**config.mk**
```make
export PLATFORM = sky130hd
export DESIGN_NAME = alu_flags_core
export DESIGN_NICKNAME = d
export VERILOG_FILES = /design/src/rtl/alu_pkg.sv /design/src/rtl/alu_addsub.sv /design/src/rtl/alu_bitwise.sv /design/src/rtl/alu_flags_core.sv
export SDC_FILE = /design/constraint.sdc
export NUM_CORES = 1
export LEC_CHECK = 0
export BUFFER_PORTS_ARGS = -buffer_cell sky130_fd_sc_hd__buf_2
export CORE_MARGIN = 2
export CORE_UTILIZATION = 40
export DETAILED_ROUTE_END_ITERATION = 16
export GPL_TIMING_DRIVEN = 0
export MAX_ROUTING_LAYER = met4
export PLACE_DENSITY = 0.67
export SLEW_MARGIN = 10
export SYNTH_ARGS = -nofsm -noshare
export SYNTH_HDL_FRONTEND = slang
export SYNTH_SLANG_ARGS = --single-unit
export TNS_END_PERCENT = 50
```
**constraint.sdc**
```tcl
create_clock -name clk -period 3.8 [get_ports clk]
set_input_delay 0.38 -clock clk [delete_from_list [all_inputs] [get_ports clk]]
set_output_delay 0.38 -clock clk [all_outputs]
set_load 0.05 [all_outputs]
```
**src/rtl/alu_pkg.sv**
```systemverilog
package alu_pkg;
    typedef enum logic [1:0] {
        OP_ADD = 2'b00,
        OP_SUB = 2'b01,
        OP_AND = 2'b10,
        OP_OR  = 2'b11
    } alu_op_e;

    typedef struct packed {
        logic n;
        logic z;
        logic c;
        logic v;
    } cond_flags_t;
endpackage

```
**src/rtl/alu_addsub.sv**
```systemverilog
module alu_addsub #(
    parameter int WIDTH = 16
) (
    input  logic [WIDTH-1:0] a,
    input  logic [WIDTH-1:0] b,
    input  logic             sub,
    output logic [WIDTH-1:0] sum,
    output logic             carry,
    output logic             ovf
);
    localparam int MSB = WIDTH - 1;

    logic [MSB:0] b_eff;
    logic [WIDTH:0] wide;

    always_comb begin
        b_eff = sub ? ~b : b;
        wide  = {1'b0, a} + {1'b0, b_eff} + {{WIDTH{1'b0}}, sub};
        sum   = wide[MSB:0];
        carry = wide[WIDTH];
        // signed overflow: same-signed effective operands, result sign flipped
        ovf   = (a[MSB] == b_eff[MSB]) && (sum[MSB] != a[MSB]);
    end
endmodule

```
**src/rtl/alu_bitwise.sv**
```systemverilog
module alu_bitwise #(
    parameter int WIDTH = 16
) (
    input  logic [WIDTH-1:0] a,
    input  logic [WIDTH-1:0] b,
    input  logic             use_or,
    output logic [WIDTH-1:0] res
);
    for (genvar i = 0; i < WIDTH; i++) begin : g_bit
        assign res[i] = use_or ? (a[i] | b[i]) : (a[i] & b[i]);
    end
endmodule

```
**src/rtl/alu_flags_core.sv**
```systemverilog
module alu_flags_core
    import alu_pkg::*;
#(
    parameter int WIDTH = 16
) (
    input  logic             clk,
    input  logic             rst_n,
    input  logic [WIDTH-1:0] op_a,
    input  logic [WIDTH-1:0] op_b,
    input  logic [1:0]       op_sel,
    input  logic             flag_we,
    output logic [WIDTH-1:0] result,
    output logic             flag_n,
    output logic             flag_z,
    output logic             flag_c,
    output logic             flag_v
);
    localparam int MSB = WIDTH - 1;

    alu_op_e      op_e;
    logic [MSB:0] arith_res;
    logic [MSB:0] logic_res;
    logic         arith_carry;
    logic         arith_ovf;
    logic         is_arith;
    cond_flags_t  cand;
    cond_flags_t  flags_d;
    cond_flags_t  flags_q;

    assign op_e     = alu_op_e'(op_sel);
    assign is_arith = (op_e == OP_ADD) || (op_e == OP_SUB);

    alu_addsub #(.WIDTH(WIDTH)) u_addsub (
        .a     (op_a),
        .b     (op_b),
        .sub   (op_e == OP_SUB),
        .sum   (arith_res),
        .carry (arith_carry),
        .ovf   (arith_ovf)
    );

    alu_bitwise #(.WIDTH(WIDTH)) u_bitwise (
        .a      (op_a),
        .b      (op_b),
        .use_or (op_e == OP_OR),
        .res    (logic_res)
    );

    always_comb begin
        result  = is_arith ? arith_res : logic_res;
        cand.n  = result[MSB];
        cand.z  = (result == '0);
        cand.c  = is_arith ? arith_carry : 1'b0;
        cand.v  = is_arith ? arith_ovf   : 1'b0;
        flags_d = flag_we ? cand : flags_q;
    end

    always_ff @(posedge clk or negedge rst_n) begin
        if (!rst_n) flags_q <= '0;
        else        flags_q <= flags_d;
    end

    assign flag_n = flags_q.n;
    assign flag_z = flags_q.z;
    assign flag_c = flags_q.c;
    assign flag_v = flags_q.v;

    assert_flags_hold_R9: assert property (@(posedge clk) disable iff (!rst_n)
        !flag_we |=> $stable({flag_n, flag_z, flag_c, flag_v}));

    assert_zero_flag_R4: assert property (@(posedge clk) disable iff (!rst_n)
        (flag_we && result == '0) |=> flag_z);

    assert_sign_flag_R5: assert property (@(posedge clk) disable iff (!rst_n)
        flag_we |=> (flag_n == $past(result[MSB])));

    assert_logic_clears_cv_R8: assert property (@(posedge clk) disable iff (!rst_n)
        (flag_we && op_sel[1]) |=> (!flag_c && !flag_v));

    assert_add_overflow_R6: assert property (@(posedge clk) disable iff (!rst_n)
        (flag_we && op_sel == 2'b00 && !op_a[MSB] && !op_b[MSB] && result[MSB]) |=> flag_v);

    assert_sub_noborrow_R7: assert property (@(posedge clk) disable iff (!rst_n)
        (flag_we && op_sel == 2'b01 && op_a == op_b) |=> (flag_c && flag_z && !flag_v));

    assert_reset_clear_R10: assert property (@(posedge clk)
        !rst_n |-> ({flag_n, flag_z, flag_c, flag_v} == 4'b0000));
endmodule

```
# Word level (Yosys, flattened, before mapping)
# Index checks and enable logic that the tools add are counted.
[word_totals] reg_bits=4 latchBits=0 ram_bits=0 romBits=0 inputBits=37 out_inout_bits=20 wordCells=67 n_memories=0
[classes] addsub=2 n_mul=0 n_div=0 order_cmp=0 n_eq_ne=4 shift=0 muxes=20 n_bitwise=33 reduce_logical=4
[ops] operator="$mux W16" count=2
[ops] operator="$mux W1" count=18
[ops] operator="$add A16 B16 Y17" count=1
[ops] operator="$add A17 B1 Y17" count=1
[ops] operator="$and A1 B1 Y1" count=16
[ops] operator="$logic_not A16 Y1" count=1
[ops] operator="$not A16 Y16" count=1
[ops] operator="$or A1 B1 Y1" count=16
[ops] operator="$eq A2 B1 Y1 const B" count=1
[ops] operator="$eq A2 B2 Y1 const B" count=1
[ops] operator="$logic_not A2 Y1" count=1
[ops] operator="$eq A1 B1 Y1" count=1
[ops] operator="$logic_and A1 B1 Y1" count=1
[ops] operator="$logic_or A1 B1 Y1" count=1
[ops] operator="$ne A1 B1 Y1" count=1

# Depth between registers and ports, before layout
[logic_depth] ltp_word=7 ltp_mapped=14 depth_no_buf=11

# By module
# Synthesis repeated with hierarchy kept, for this count alone.
[hier_totals] hier_cells=177 hier_area_um2=1576.5
[modules_own_cells] module="alu_addsub" instances=1 cells_each=114 area_per_inst_um2=924.6 seq_area_each_um2=0.0
[modules_own_cells] module="alu_flags_core" instances=1 cells_each=45 area_per_inst_um2=447.9 seq_area_each_um2=100.1
[modules_own_cells] module="alu_bitwise" instances=1 cells_each=18 area_per_inst_um2=203.9 seq_area_each_um2=0.0

# Worst setup path before layout
# OpenSTA, ideal clock, no wires.
[synth_path] path_type="input -> register" from="in op_sel[0]" to="reg flags_q (netlist bit flag_z)" setup_ns=0.125 arrival_time_ns=4.370 required_time_ns=3.675 path_slack_ns=-0.695 path_stages=13 n_path_buf=3 cell_sequence="clkbuf_8 clkbuf_1 nand2_1 clkbuf_1 xnor2_1 ha_1 or3_1 o221a_2 a32oi_1 a21boi_0 o31ai_1 or4_2 o31ai_2"
[synth_via] elab_chain_len=6 elab_cells_between_ends=25 classes_between="add/sub: 2; eq/ne: 2; mux: 18; reduce/logical: 3"
[synth_lines] item="from (decl)" line="alu_flags_core.sv:10" text="input logic [1:0] op_sel,"
[synth_lines] item="$eq A2 B1 Y1" line="alu_flags_core.sv:31, alu_flags_core.sv:36"
[synth_lines] item="$mux W16" line="alu_addsub.sv:17" text="b_eff = sub ? ~b : b;"
[synth_lines] item="$add A16 B16 Y17" line="alu_addsub.sv:18" text="wide = {1'b0, a} + {1'b0, b_eff} + {{WIDTH{1'b0}}, sub};"
[synth_lines] item="$add A17 B1 Y17" line="alu_addsub.sv:18"
[synth_lines] item="$mux W16 (*)" line="alu_flags_core.sv:50" text="result = is_arith ? arith_res : logic_res;"
[synth_lines] item="named net result[11]" line="alu_flags_core.sv:12" text="output logic [WIDTH-1:0] result,"
[synth_lines] item="$logic_not A16 Y1 (*)" line="alu_flags_core.sv:52" text="cand.z = (result == '0);"
[synth_lines] item="to (signal assigned)" line="alu_flags_core.sv:60" text="else flags_q <= flags_d;"
[synth_lines] item="to (decl)" line="alu_flags_core.sv:28" text="cond_flags_t flags_q;"
# The timed path passes the listed nets; every way through them passes the cells marked *.
# A chain may end at the register's enable or synchronous reset.

# Worst setup path in the final report
[layout_path] from="in op_sel[1]" to="reg flags_q (netlist bit flag_z)"
[layout_via] elab_chain_len=6 elab_cells_between_ends=25 classes_between="add/sub: 2; eq/ne: 2; mux: 18; reduce/logical: 3"
[layout_lines] item="$eq A2 B1 Y1" line="alu_flags_core.sv:31, alu_flags_core.sv:36"
[layout_lines] item="$mux W16" line="alu_addsub.sv:17"
[layout_lines] item="$add A16 B16 Y17" line="alu_addsub.sv:18"
[layout_lines] item="$add A17 B1 Y17" line="alu_addsub.sv:18"
[layout_lines] item="$mux W16 (*)" line="alu_flags_core.sv:50"
[layout_lines] item="$logic_not A16 Y1 (*)" line="alu_flags_core.sv:52"
# Every way passes the cells marked *; elsewhere a longest branch is shown, timed or not.

==> impl_metrics.ini <==
[critical_path]
end_kind = register
worstSetupStartpointType = input port
crit_fanout = 15
crit_type = in -> reg
critical_path_arrival_ns = 3.68
required_ns = 3.92

[finish]
antennaDiodeCount = 0
drive_gt1_frac = 0.312
syn2layout_area_growth_pct = 26.7
fin_nets = 335
stdcell_count = 326

[global_route]
globalRouteMet1Util = 0.271
grt.overflow.total = 0
grt_pass1_wl_um = 7490
grt_max_degree = 20
grtUsageTotal = 0.213
first_global_vias = 1675
grt.met3_usage = 0.0114
busiest_layer = met2
antenna_found_initial = 0
gr-usage-met2 = 0.371

[yosys]
synth.most_common_cell = nand2_1
ys_warn_count = 0
ys_top_cells_by_area = ha_1, xnor2_1, dfrtp_1
syn-num-nets = 276
post-synth-top-area-cell = ha_1
synth_cell_types = 60
postSynthCellCount = 219
syn_area_um2 = 1670
synth_ff_type = dfrtp_1
avgSynthCellArea_um2 = 7.62
ys_seq_elements = 4
synthArstFlopShare = 1.00
synth_enable_flop_cells = 0
synth-seq-area-share = 0.0600
synth_top_area_frac = 0.143
netlist_top_cells_count = nand2_1, ha_1, xnor2_1, a21oi_1, o21ai_0

[min_path]
hold_class = in -> reg

[timing]
worst_pin_slew_ns = 0.546
slew_headroom = 0.636
finClkSkew_ns = 0
slew_violations = 0
rsz0062_at_grt = no
setup-violations-final = 0
timing.fmax_mhz = 281
period_minus_slack_ns = 3.56
period_share = 0.936
final.setup.worst_slack_ns = 0.245
hold_viol = 0
holdWs_ns = 0.455

[drt]
postRouteAntennaNets = 0
wl_per_cell_um = 13.9
vias = 1849
route.detailed.drc = 0
via_per_inst = 5.67
drt_iter0_drc = 68
first_pass_iters = 4
drt-total-wl_um = 4540

[die]
die_y_um = 68.6
core-area_um2 = 4000
die_w_um = 68.6
die-area_um2 = 4700
num_io_pins = 57
rows = 23
start_util = 0.417

[clock_network]
clk_latency_ns = 0.21
numCtsBuffers = 3
cts.sinks = 4
root_buffer = clkbuf_8
clk_pin_slew_worst_paths_ns = 0.03
clockBufferDepth = 2
cts_setup_buffers = 0
htree_levels = 1
cts_tree = done

[placed_design]
place.gp.congestion = 0.918
port_buffers = 55
place_ws_ns = -0.438
dp.final_hpwl_um = 3790
dp_cells = 324

[pwr]
leakagePower_nw = 0.951
irDropWorstVdd_uv = 144
power_density_nw_per_um2 = 311

[job]
maxCapViolations = 0

[run_status]
run_status = complete, no violations
## sequential cells by signal (all words and copies together), names as in the netlist
signal and count:
flag_z 1, flag_n 1, flag_v 1, flag_c 1
## routing by layer
| metal | vias up | wire length, µm |
|---|---|---|
| met5 | - | 0 |
| met4 | 0 | 14 |
| met3 | 2 | 156 |
| met2 | 34 | 2260 |
| met1 | 858 | 2110 |
| li1 | 955 | - |
## final cells by class
cell class | instances | area [µm²]
Sequential cell | 4 | 100
Buffer | 6 | 65.1
Multi-Input combinational cell | 200 | 1520
Fill cell | 404 | 1890
Inverter | 7 | 38.8
Tap cell | 50 | 62.6
Timing Repair Buffer | 56 | 285
Clock buffer | 3 | 41.3
## logic make-up (layout without fill, tap and decap cells)
kind of cell,count (synthesis),count (layout),share of synthesized area
adders and majority gates,28,28,0.203
buffers and inverters,15,72,0.0660
DFF,4,4,0.0600
AOI/OAI and AO/OA,73,73,0.297
xor gates and xnor gates,23,23,0.121
and+or+nand+nor,74,74,0.237
muxes,2,2,0.0158
## worst max-delay path, cell delays in order
cell and delay (ns):
buf_6 0.13, inv_12 0.08, clkbuf_8 0.19, nand2_8 0.15
xnor2_2 0.19, fa_2 0.40, xor2_1 0.17, mux2_4 0.28
nor4b_2 0.29, o2111ai_1 0.14, or4b_1 0.46, or4b_1 0.57
o31ai_2 0.24
## cell usage in the layout (no fill, tap or decap), types with 2 or more instances in the layout
cell type	Yosys	final
ha_1	19	19
and4_1	2	2
a21boi_0	2	2
and3_1	4	4
or3_1	4	4
maj3_1	7	7
o31ai_2	1	2
a211o_1	2	2
nand2_1	26	25
nand4_1	2	2
or4b_1	2	2
xnor2_1	19	18
dfrtp_1	4	4
nor2_1	11	11
o21ai_0	17	15
nor2b_1	2	2
nor3_1	7	6
o211ai_1	7	7
buf_2	0	55
nand2b_1	3	3
a21oi_1	17	17
o21a_1	3	3
a21o_1	5	5
xor2_1	4	4
o21ai_1	0	2
inv_1	6	6
clkbuf_8	3	5
a31o_2	2	2
## timing repair
action,4_1_cts,5_1_grt
endpoints found under the setup margin,6,5
hold endpoints to repair,4,0
pin swaps,0,0
gates resized for setup,4,4
hold buffers,1,0
## power breakdown
group	internal, mW	switching, mW	total (mW)	leakage [nW]
combinational	0.181	0.337	0.518	0.877
clock	0.0674	0.0202	0.0876	0.0216
sequential	0.0483	0.00255	0.0508	0.0525
total	0.297	0.360	0.657	0.951
## per-stage QoR
| step | setup TNS (ns) | cell area [µm²] | utilization | power (mW) |
|---|---|---|---|---|
| global route | 0 | 2110 | 0.528 | 0.714 |
| CTS | 0 | 2110 | 0.527 | 0.657 |
| floorplan | 0 | 1710 | - | 0.448 |
| global placement | -1.40 | 2050 | 0.513 | 0.561 |
| finish | 0 | 2110 | 0.528 | 0.657 |
| detailed placement | -1.46 | 2050 | 0.513 | 0.563 |
## final timing paths
| kind | slack (ns) | endpoint | cells after the start | start |
|---|---|---|---|---|
| worst max-delay path | 0.24 | flag_z$_DFFE_PN0P_ | 13 | op_sel[1] |
| worst min-delay path | 0.45 | flag_v$_DFFE_PN0P_ | 2 | flag_we |
| worst max register to register | 3.06 | flag_n$_DFFE_PN0P_ | 1 | flag_n$_DFFE_PN0P_ |
| worst min register to register | 0.49 | flag_z$_DFFE_PN0P_ | 2 | flag_z$_DFFE_PN0P_ |
| max in group asynchronous | 3.18 | flag_z$_DFFE_PN0P_ | 2 | rst_n |
| min in group asynchronous | 0.50 | flag_c$_DFFE_PN0P_ | 2 | rst_n |
Power figures use the tool's default switching activity.
